--- src/rtl/irq_seq_pkg.sv ---
// Shared types for the interrupt entry/return sequencer.
package irq_seq_pkg;

    // Sequencer phases; one memory access per non-idle phase.
    typedef enum logic [2:0] {
        ST_IDLE,
        ST_PUSH_PC,
        ST_PUSH_CCR,
        ST_VEC_RD,
        ST_POP_CCR,
        ST_POP_PC
    } seq_state_t;

    // Stack pointer update commands issued by the controller.
    typedef enum logic [2:0] {
        SP_KEEP,
        SP_LOAD,
        SP_ENTRY,
        SP_DEC,
        SP_ALIGN,
        SP_INC
    } sp_op_t;

endpackage

--- src/rtl/irq_seq_sp.sv ---
// Stack pointer register with alignment check.
// Does: applies one update command per cycle (load, align, align-and-
// decrement, decrement, increment) in word steps of 2 and keeps a sticky
// flag when a sequence starts from an odd address.
// Assumes: the controller issues SP_ENTRY/SP_ALIGN only when a sequence starts.
module irq_seq_sp
    import irq_seq_pkg::*;
#(
    parameter int              AW       = 16,
    parameter logic [AW-1:0]   SP_RESET = 16'h0400
) (
    input  logic          clk,
    input  logic          rst_n,
    input  sp_op_t        op,
    input  logic [AW-1:0] wdata,
    output logic [AW-1:0] sp,
    output logic          err
);

    localparam logic [AW-1:0] STEP = AW'(2);

    logic [AW-1:0] sp_even;

    // Pointer with its low bit cleared.
    always_comb sp_even = {sp[AW-1:1], 1'b0};

    // Pointer and sticky error update.
    always_ff @(posedge clk) begin
        if (!rst_n) begin
            sp  <= SP_RESET;
            err <= 1'b0;
        end else begin
            case (op)
                SP_LOAD:  sp <= wdata;
                SP_ENTRY: begin
                    sp  <= sp_even - STEP;
                    err <= err | sp[0];
                end
                SP_ALIGN: begin
                    sp  <= sp_even;
                    err <= err | sp[0];
                end
                SP_DEC:   sp <= sp - STEP;
                SP_INC:   sp <= sp + STEP;
                default:  sp <= sp;
            endcase
        end
    end

endmodule

--- src/rtl/irq_seq_ctrl.sv ---
// Entry/return sequencing state machine.
// Does: accepts an interrupt at an instruction boundary, pushes the return
// address then the flags, reads the vector and presents the new PC and
// masked flags; for a return, pops flags then PC. One word access per phase.
// Assumes: the memory port completes an access in the cycle mem_rdy is high;
// VEC_BASE is even.
module irq_seq_ctrl
    import irq_seq_pkg::*;
#(
    parameter int            AW       = 16,
    parameter int            CW       = 8,
    parameter int            VW       = 6,
    parameter int            IBIT     = 7,
    parameter logic [AW-1:0] VEC_BASE = '0
) (
    input  logic          clk,
    input  logic          rst_n,
    input  logic          irq_req,
    input  logic [VW-1:0] irq_vec,
    input  logic          insn_done,
    input  logic          rte_req,
    input  logic          sp_wr,
    input  logic [AW-1:0] pc_in,
    input  logic [CW-1:0] ccr_in,
    input  logic [AW-1:0] sp,
    input  logic [AW-1:0] mem_rdata,
    input  logic          mem_rdy,
    output logic          irq_ack,
    output logic [VW-1:0] ack_vec,
    output sp_op_t        sp_op,
    output logic          mem_req,
    output logic          mem_we,
    output logic [AW-1:0] mem_addr,
    output logic [AW-1:0] mem_wdata,
    output logic [AW-1:0] pc_out,
    output logic          pc_load,
    output logic [CW-1:0] ccr_out,
    output logic          ccr_load,
    output logic          busy
);

    localparam logic [CW-1:0] MASK_BIT = CW'(1) << IBIT;

    seq_state_t    state;
    logic [AW-1:0] pc_save;
    logic [CW-1:0] ccr_save;
    logic [VW-1:0] vec_save;
    logic [AW-1:0] vec_addr;
    logic          start_rte;
    logic          start_irq;

    // Sequence start decisions; a return outranks an interrupt.
    always_comb begin
        start_rte = (state == ST_IDLE) && rte_req;
        start_irq = (state == ST_IDLE) && !rte_req && irq_req && insn_done;
        irq_ack   = start_irq;
        ack_vec   = start_irq ? irq_vec : '0;
        busy      = (state != ST_IDLE);
        vec_addr  = VEC_BASE + (AW'(vec_save) << 1);
    end

    // Stack pointer command for this cycle.
    always_comb begin
        sp_op = SP_KEEP;
        case (state)
            ST_IDLE: begin
                if (start_rte)      sp_op = SP_ALIGN;
                else if (start_irq) sp_op = SP_ENTRY;
                else if (sp_wr)     sp_op = SP_LOAD;
            end
            ST_PUSH_PC: if (mem_rdy) sp_op = SP_DEC;
            ST_POP_CCR: if (mem_rdy) sp_op = SP_INC;
            ST_POP_PC:  if (mem_rdy) sp_op = SP_INC;
            default:    sp_op = SP_KEEP;
        endcase
    end

    // Memory port drive, held by the state until ready.
    always_comb begin
        mem_req   = 1'b0;
        mem_we    = 1'b0;
        mem_addr  = '0;
        mem_wdata = '0;
        case (state)
            ST_PUSH_PC: begin
                mem_req   = 1'b1;
                mem_we    = 1'b1;
                mem_addr  = sp;
                mem_wdata = pc_save;
            end
            ST_PUSH_CCR: begin
                mem_req   = 1'b1;
                mem_we    = 1'b1;
                mem_addr  = sp;
                mem_wdata = AW'(ccr_save);
            end
            ST_VEC_RD: begin
                mem_req  = 1'b1;
                mem_addr = vec_addr;
            end
            ST_POP_CCR, ST_POP_PC: begin
                mem_req  = 1'b1;
                mem_addr = sp;
            end
            default: ;
        endcase
    end

    // Phase sequencing, capture registers and result strobes.
    always_ff @(posedge clk) begin
        if (!rst_n) begin
            state    <= ST_IDLE;
            pc_save  <= '0;
            ccr_save <= '0;
            vec_save <= '0;
            pc_out   <= '0;
            ccr_out  <= '0;
            pc_load  <= 1'b0;
            ccr_load <= 1'b0;
        end else begin
            pc_load  <= 1'b0;
            ccr_load <= 1'b0;
            case (state)
                ST_IDLE: begin
                    if (start_rte) begin
                        state <= ST_POP_CCR;
                    end else if (start_irq) begin
                        state    <= ST_PUSH_PC;
                        pc_save  <= pc_in;
                        ccr_save <= ccr_in;
                        vec_save <= irq_vec;
                    end
                end
                ST_PUSH_PC:  if (mem_rdy) state <= ST_PUSH_CCR;
                ST_PUSH_CCR: if (mem_rdy) state <= ST_VEC_RD;
                ST_VEC_RD: begin
                    if (mem_rdy) begin
                        pc_out   <= mem_rdata;
                        ccr_out  <= ccr_save | MASK_BIT;
                        pc_load  <= 1'b1;
                        ccr_load <= 1'b1;
                        state    <= ST_IDLE;
                    end
                end
                ST_POP_CCR: begin
                    if (mem_rdy) begin
                        ccr_save <= mem_rdata[CW-1:0];
                        state    <= ST_POP_PC;
                    end
                end
                ST_POP_PC: begin
                    if (mem_rdy) begin
                        pc_out   <= mem_rdata;
                        ccr_out  <= ccr_save;
                        pc_load  <= 1'b1;
                        ccr_load <= 1'b1;
                        state    <= ST_IDLE;
                    end
                end
                default: state <= ST_IDLE;
            endcase
        end
    end

endmodule

--- src/rtl/irq_seq_top.sv ---
// Interrupt entry and return sequencer, top level.
// Does: joins the sequencing controller to the stack pointer unit and
// exposes the core-side and memory-side ports.
// Assumes: one word access outstanding at a time; single clock domain.
module irq_seq_top
    import irq_seq_pkg::*;
#(
    parameter int            AW       = 16,
    parameter int            CW       = 8,
    parameter int            VW       = 6,
    parameter int            IBIT     = 7,
    parameter logic [AW-1:0] VEC_BASE = '0,
    parameter logic [AW-1:0] SP_RESET = 16'h0400
) (
    input  logic          clk,
    input  logic          rst_n,
    input  logic          irq_req,
    input  logic [VW-1:0] irq_vec,
    input  logic          insn_done,
    input  logic          rte_req,
    output logic          irq_ack,
    output logic [VW-1:0] ack_vec,
    input  logic [AW-1:0] pc_in,
    input  logic [CW-1:0] ccr_in,
    output logic [AW-1:0] pc_out,
    output logic          pc_load,
    output logic [CW-1:0] ccr_out,
    output logic          ccr_load,
    input  logic          sp_wr,
    input  logic [AW-1:0] sp_wdata,
    output logic [AW-1:0] sp_out,
    output logic          align_err,
    output logic          busy,
    output logic          mem_req,
    output logic          mem_we,
    output logic [AW-1:0] mem_addr,
    output logic [AW-1:0] mem_wdata,
    input  logic [AW-1:0] mem_rdata,
    input  logic          mem_rdy
);

    sp_op_t sp_op;

    irq_seq_ctrl #(
        .AW(AW), .CW(CW), .VW(VW), .IBIT(IBIT), .VEC_BASE(VEC_BASE)
    ) u_ctrl (
        .clk(clk), .rst_n(rst_n),
        .irq_req(irq_req), .irq_vec(irq_vec), .insn_done(insn_done),
        .rte_req(rte_req), .sp_wr(sp_wr),
        .pc_in(pc_in), .ccr_in(ccr_in), .sp(sp_out),
        .mem_rdata(mem_rdata), .mem_rdy(mem_rdy),
        .irq_ack(irq_ack), .ack_vec(ack_vec), .sp_op(sp_op),
        .mem_req(mem_req), .mem_we(mem_we), .mem_addr(mem_addr),
        .mem_wdata(mem_wdata),
        .pc_out(pc_out), .pc_load(pc_load),
        .ccr_out(ccr_out), .ccr_load(ccr_load), .busy(busy)
    );

    irq_seq_sp #(.AW(AW), .SP_RESET(SP_RESET)) u_sp (
        .clk(clk), .rst_n(rst_n), .op(sp_op), .wdata(sp_wdata),
        .sp(sp_out), .err(align_err)
    );

endmodule

--- config.mk ---
export PLATFORM = sky130hd
export DESIGN_NAME = irq_seq_top
export DESIGN_NICKNAME = d
export VERILOG_FILES = /design/src/rtl/irq_seq_pkg.sv /design/src/rtl/irq_seq_sp.sv /design/src/rtl/irq_seq_ctrl.sv /design/src/rtl/irq_seq_top.sv
export SDC_FILE = /design/constraint.sdc
export NUM_CORES = 1
export LEC_CHECK = 0
export CAP_MARGIN = 15
export CORE_ASPECT_RATIO = 1.4
export CORE_MARGIN = 2
export CORE_UTILIZATION = 40
export DETAILED_ROUTE_END_ITERATION = 16
export GPL_ROUTABILITY_DRIVEN = 1
export GPL_TIMING_DRIVEN = 0
export PLACE_DENSITY = 0.76
export SLEW_MARGIN = 15
export SYNTH_ARGS = -nofsm -noshare
export SYNTH_HDL_FRONTEND = slang
export SYNTH_SLANG_ARGS = --single-unit
--- constraint.sdc ---
create_clock -name clk -period 1.9 [get_ports clk]
set_clock_uncertainty 0.05 [all_clocks]
set_input_delay 0.57 -clock clk [delete_from_list [all_inputs] [get_ports clk]]
set_output_delay 0.57 -clock clk [all_outputs]
set_load 0.1 [all_outputs]
* After elaboration in Yosys (flattened, before gate mapping)
Index checks and enable logic that the tools add are counted.
** Storage, ports and cells
- Register bits after elaboration :: 75
- Latch bits :: 0
- RAM bits :: 0
- Memory bits (read-only) :: 0
- Input port bits :: 69
- Word-level logic and storage cells :: 86
- Memories :: 0
** Cells by class
- Add/sub/neg operators :: 3
- $mul :: 0
- Div/mod/pow operators :: 0
- Order comparisons :: 0
- Eq/ne operators :: 19
- Shifts and indexed selects :: 0
- Muxes and demuxes :: 27
- Bitwise logic cells :: 3
- Reductions and logical operators :: 24
** Operators by type and width (count)
- one-hot mux 16 bit (5 select lines) :: 1
- one-hot mux 16 bit (2 select lines) :: 2
- two-way mux 8 bit :: 5
- one-hot mux 8 bit (2 select lines) :: 2
- subtractor 16 x 2 -> 16 bit, second input constant :: 2
- two-way mux 3 bit :: 9
- adder 16 x 2 -> 16 bit, second input constant :: 1
- one-hot mux 3 bit (5 select lines) :: 1
- != test 2 bit, second input constant :: 7
- equality test 3 x 2 -> 1 bit, second input constant :: 4
- equality test 3 bit, second input constant :: 4
- one-hot mux 3 bit (3 select lines) :: 1
- OR reduction 2 bit :: 4
- equality test 3 x 1 -> 1 bit, second input constant :: 2
- two-way mux 6 bit :: 1
- AND reduction 2 bit :: 3
- AND reduction 3 bit :: 2
- AND reduction 5 bit :: 1
- nonzero test 5 bit :: 1
- OR reduction 5 bit :: 1
- logical AND 1 bit :: 4
- two-way mux 1 bit :: 4
- AND reduction 4 bit :: 1
- nonzero test 2 bit :: 2
- 10 further kinds :: 11

* Logic depth before layout (Yosys ltp)
- Word-level depth :: 10
- Depth in mapped cells :: 8
- Depth with buffers taken out :: 7

* Modules after synthesis
Synthesis repeated with hierarchy kept, for this count alone.
** Unflattened totals
- Cells, all modules :: 572
- Area, all modules :: 4357.9 µm²
** By module, submodules not included
- irq_seq_ctrl :: instances 1, cells an instance 359, area each 2824.0 µm², seq. area each 1161.1 µm²
- irq_seq_sp :: instances 1, cells an instance 213, area each 1534.0 µm², seq. area each 340.3 µm²

* Worst setup path before layout
OpenSTA, ideal clock, no wires.
- Path kind :: reg2out
- Start :: register u_sp.sp[4]
- End :: output port mem_addr[4]
- Data arrival time :: 3.544 ns
- Data required time :: 1.280 ns
- Path slack :: -2.264 ns
- Cell stages (with the launch flop) :: 4
- Cell sequence :: dfxtp_1 -> buf_2 -> mux2i_1 -> o21ai_0
** Between the ends
- Word-level cells in the longest chain between the ends :: 1
** Ends and longest elaborated chain
- from (decl) :: RTL line irq_seq_sp.sv:16 : output logic [AW-1:0] sp,
- from (signal assigned) :: RTL line irq_seq_sp.sv:34 : SP_LOAD: sp <= wdata;
- from (signal assigned) :: RTL line irq_seq_sp.sv:36 : sp <= sp_even - STEP;
- from (signal assigned) :: RTL line irq_seq_sp.sv:40 : sp <= sp_even;
- one-hot mux 16 bit (2 select lines) :: RTL line irq_seq_ctrl.sv:84 : case (state)
- to (decl) :: RTL line irq_seq_top.sv:36 : output logic [AW-1:0] mem_addr,
No other way between the ends.

* Worst setup path in the final report
- Start :: register u_ctrl.state[0]
- End :: output port ack_vec[3]
** Between the ends
- Word-level cells in the longest chain between the ends :: 5
** Ends and longest elaborated chain
- from (decl) :: RTL line irq_seq_ctrl.sv:44 : seq_state_t state;
- from (signal assigned) :: RTL line irq_seq_ctrl.sv:112 : state <= ST_IDLE;
- from (signal assigned) :: RTL line irq_seq_ctrl.sv:126 : state <= ST_POP_CCR;
- from (signal assigned) :: RTL line irq_seq_ctrl.sv:128 : state <= ST_PUSH_PC;
- logical NOT 3 bit :: RTL line irq_seq_ctrl.sv:55 : start_irq = (state == ST_IDLE) && !rte_req && irq_req && insn_done;
- logical AND 1 bit (3 in series) :: RTL line irq_seq_ctrl.sv:55
- two-way mux 6 bit :: RTL line irq_seq_ctrl.sv:57 : ack_vec = start_irq ? irq_vec : '0;
- to (decl) :: RTL line irq_seq_top.sv:22 : output logic [VW-1:0] ack_vec,
No other way between the ends.

==> metrics.txt <==
status=finished, violations left; failing checks=setup timing; DR vias=between 5000 and 6000; WL met3=between 1.5 and 2 mm; Startpoint Class=flip-flop; Crit. End Element=output port; dominant cell type by area after synthesis=dfxtp_1; Layout fillers=around 570; sequential fraction of the synthesis area=between 30 and 40%; Placement Setup Slack=-1.84 ns; # IOs=approximately 150; area of the multi-input gates=roughly 0.0030 mm²; syn nets=a little over 600; period utilization=121%; Tot GR Track Use=31.9%; # DRC=0; final core utilization=approximately four fifths; WL met2=approximately 9.8 mm; Flop pwr share=between 20% and 30%; final setup vio count=65; fmax=434 MHz; ant diodes=0; worst hold endpoint=u_ctrl.pc_out[13]; Gate Count Post-Synth=534; r2r endpoint=u_sp.sp[3]; Pleak=between 3 and 4 nW; placed cells=roughly 820; Max transition margin=between 50% and 60%; share of the synthesized area in the top cell type=between 30% and 40%; mean post-synth cell area=between 7 and 8 µm²; max_cap viols=0; HP Start=u_ctrl.pc_out[13]; final RePlAce weighted congestion=roughly 0.94; Skew-Pair Late Insertion Delay=approximately 0.35 ns; Hold Crit Class=flip-flop to flip-flop; CTS tree=built; post-route ant nets=0; Reg area=0.00156 mm²; CTS Sinks=75; YS warnings=0; largest cells by area after synthesis=dfxtp_1, nand2_1, a21oi_1; first-pass GRT wire length=between 20 and 30 mm; gr ovfl total=0; worst hold path cell count=2; top routing layer used=met4; clock root cell=clkbuf_16; most used cells in the layout excluding fill and tap cells=nand2_1, clkdlybuf4s50_1, a21oi_1; Die ar.=approximately 0.011 mm²; r2r worst-path depth=9; Peak supply drop=0.000579 V; Post-synth ARST share=0%; Setup TNS=-17.79 ns; Switching Share=about two fifths; worst endpoint data arrival time=~1.7 ns; Setup WS post-layout=-0.407 ns; die height=around 120 µm; DRT met1 WL=6.41 mm; mapped cell area=0.00411 mm²; Internal Power=approximately 4.3 mW; Worst Tran Pin Value=between 0.7 and 0.8 ns; commonest non-fill, non-tap cell in the layout=nand2_1; I/O Buffers=roughly 150; number of vias per cell=between 5 and 6; dominant synthesized flop cell=dfxtp_1; largest net degree at the start of global routing=12; Final min period=between 2 and 2.5 ns; Iteration-0 DRC Markers=444; CP Data Required Time=1.28 ns; Placeable Area=roughly 0.01 mm²; Slew Limit Fails=0; reg2reg setup slack=-0.27 ns; power per cell area=about 920 mW/mm²; reg-to-reg critical path startpoint=u_ctrl.state[0]; crit path max fanout=7; drt total wl=about 19 mm; layout cells sized above 1=46.1%; CTS max path bufs=2; Combinational Power Share=between 50% and 60%; number of iterations in the first detailed-routing pass=8; number of non-filler instances in the completed layout=909; vias in the first global route=around 5300; H-tree depth=3; WL/cell=between 20 and 25 µm; Final nets=approximately 840; Initial Utilization=roughly 41%; RSZ-0062 raised after global routing=true; post-synthesis sequential element count=75; Cell variety after synth=65; DP HPWL=11.3 mm; Final Power=about 7.5 mW; initial antenna violation count=0; die extent in x=89.6 µm; CP Class=flip-flop to output port; Rows=43; Area Growth Syn to Fin=98.1%; CTS Buf Count=9; Clk network pwr share=23.9%; final hold vios=0; Post-synth EDFFs=0; sw power=approximately 3.1 mW; Clk pin slew, worst setup/hold paths=~0.06 ns
Yosys cell counts (all sizes together) (2+ instances only):
library cell	n
o21ai	22
nor4	4
ha	2
a221o	2
a21boi	2
nand4	6
nand3	8
inv	14
and2	18
o21a	4
or3	3
buf	25
nand2b	2
a22o	2
nor4b	2
nor2b	5
a21oi	68
clkbuf	19
xor2	5
xnor2	4
and3	2
a31oi	4
o21ba	2
o22ai	5
a211oi	9
a32o	2
nand2	109
dfxtp	75
nor3	15
a221oi	8
mux2i	14
nand3b	2
and4	3
a22oi	10
nor2	38
nor3b	2
o221ai	2
cells by family after synthesis:
group	count (synthesis)	synth area share, %
multiplexers	14	3.41
adder cells (fa/ha/maj)	2	0.609
AND/OR/NAND/NOR	223	26.3
flip-flops	75	36.6
AO/OA/AOI/OAI	153	24.4
buffers and inverters	58	6.80
XOR/XNOR	9	1.92
state kept, by name (all words and copies together), names as in the netlist:
register	flops
u_ctrl.ccr_save	8
u_ctrl.pc_save	16
u_sp.err	1
u_ctrl.ccr_load	1
u_ctrl.vec_save	6
u_sp.sp	16
u_ctrl.pc_out	16
u_ctrl.ccr_out	8
u_ctrl.state	3
timing repair:
item | 4_1_cts | 5_1_grt
cloned | 2 | 1
hold buffers | 0 | 0
resized for setup | 610 | 78
endpoints found under the hold margin | 0 | 0
pin swaps | 40 | 33
buffers inserted | 51 | 23
setup endpoints to repair | 128 | 89
critical path, cell delays in order (launching register included):
cell and delay (ns):
dfxtp_2 0.33, buf_8 0.14, nor3_4 0.25, nand2_4 0.11, inv_8 0.09, buf_12 0.12, nand2_4 0.05, clkinvlp_4 0.08
buf_12 0.17
per-layer routing:
metal,vias to the layer above,global-route usage [%]
met5,-,0
met4,0,17.9
met3,123,10.5
met2,373,56.1
met1,2560,32.5
li1,2361,-
power groups by stage:
stage | clock, mW | sequential (mW) | combinational, mW
floorplan | 0 | 2.26 | 1.68
global route | 1.86 | 1.85 | 3.96
detailed placement | 0 | 1.85 | 2.78
finish | 1.78 | 1.84 | 3.84
CTS | 1.78 | 1.83 | 3.40
global placement | 0 | 1.85 | 2.75
through the flow:
stage | cell area (µm²) | hold slack (ns)
after floorplan | 4650 | 0.382
after global placement | 6340 | 0.389
after detailed placement | 6340 | 0.398
after CTS | 7760 | 0.406
after global routing | 8130 | 0.429
final | 8130 | 0.404
worst max path at each step:
stage                          startpoint      endpoint  slack (ns)  cells past startpoint
after floorplan                   irq_req    ack_vec[2]       -0.28                      6
after global placement            irq_req    ack_vec[2]       -1.82                      8
after detailed placement          rte_req    ack_vec[3]       -1.84                      8
after CTS                 u_ctrl.state[1]  mem_addr[13]       -0.39                      6
after global routing      u_ctrl.state[0]    ack_vec[3]       -0.47                      8
final                     u_ctrl.state[0]    ack_vec[3]       -0.41                      8
area by class of cell:
class,count,area share [%]
buffer,43,5.14
clock buffer,14,3.77
inverter,14,1.20
multi-input combinational,402,36.9
sequential,75,19.2
tap,135,2.08
timing repair buffer,226,31.7
Note: power is estimated with default switching activity, not from simulation.
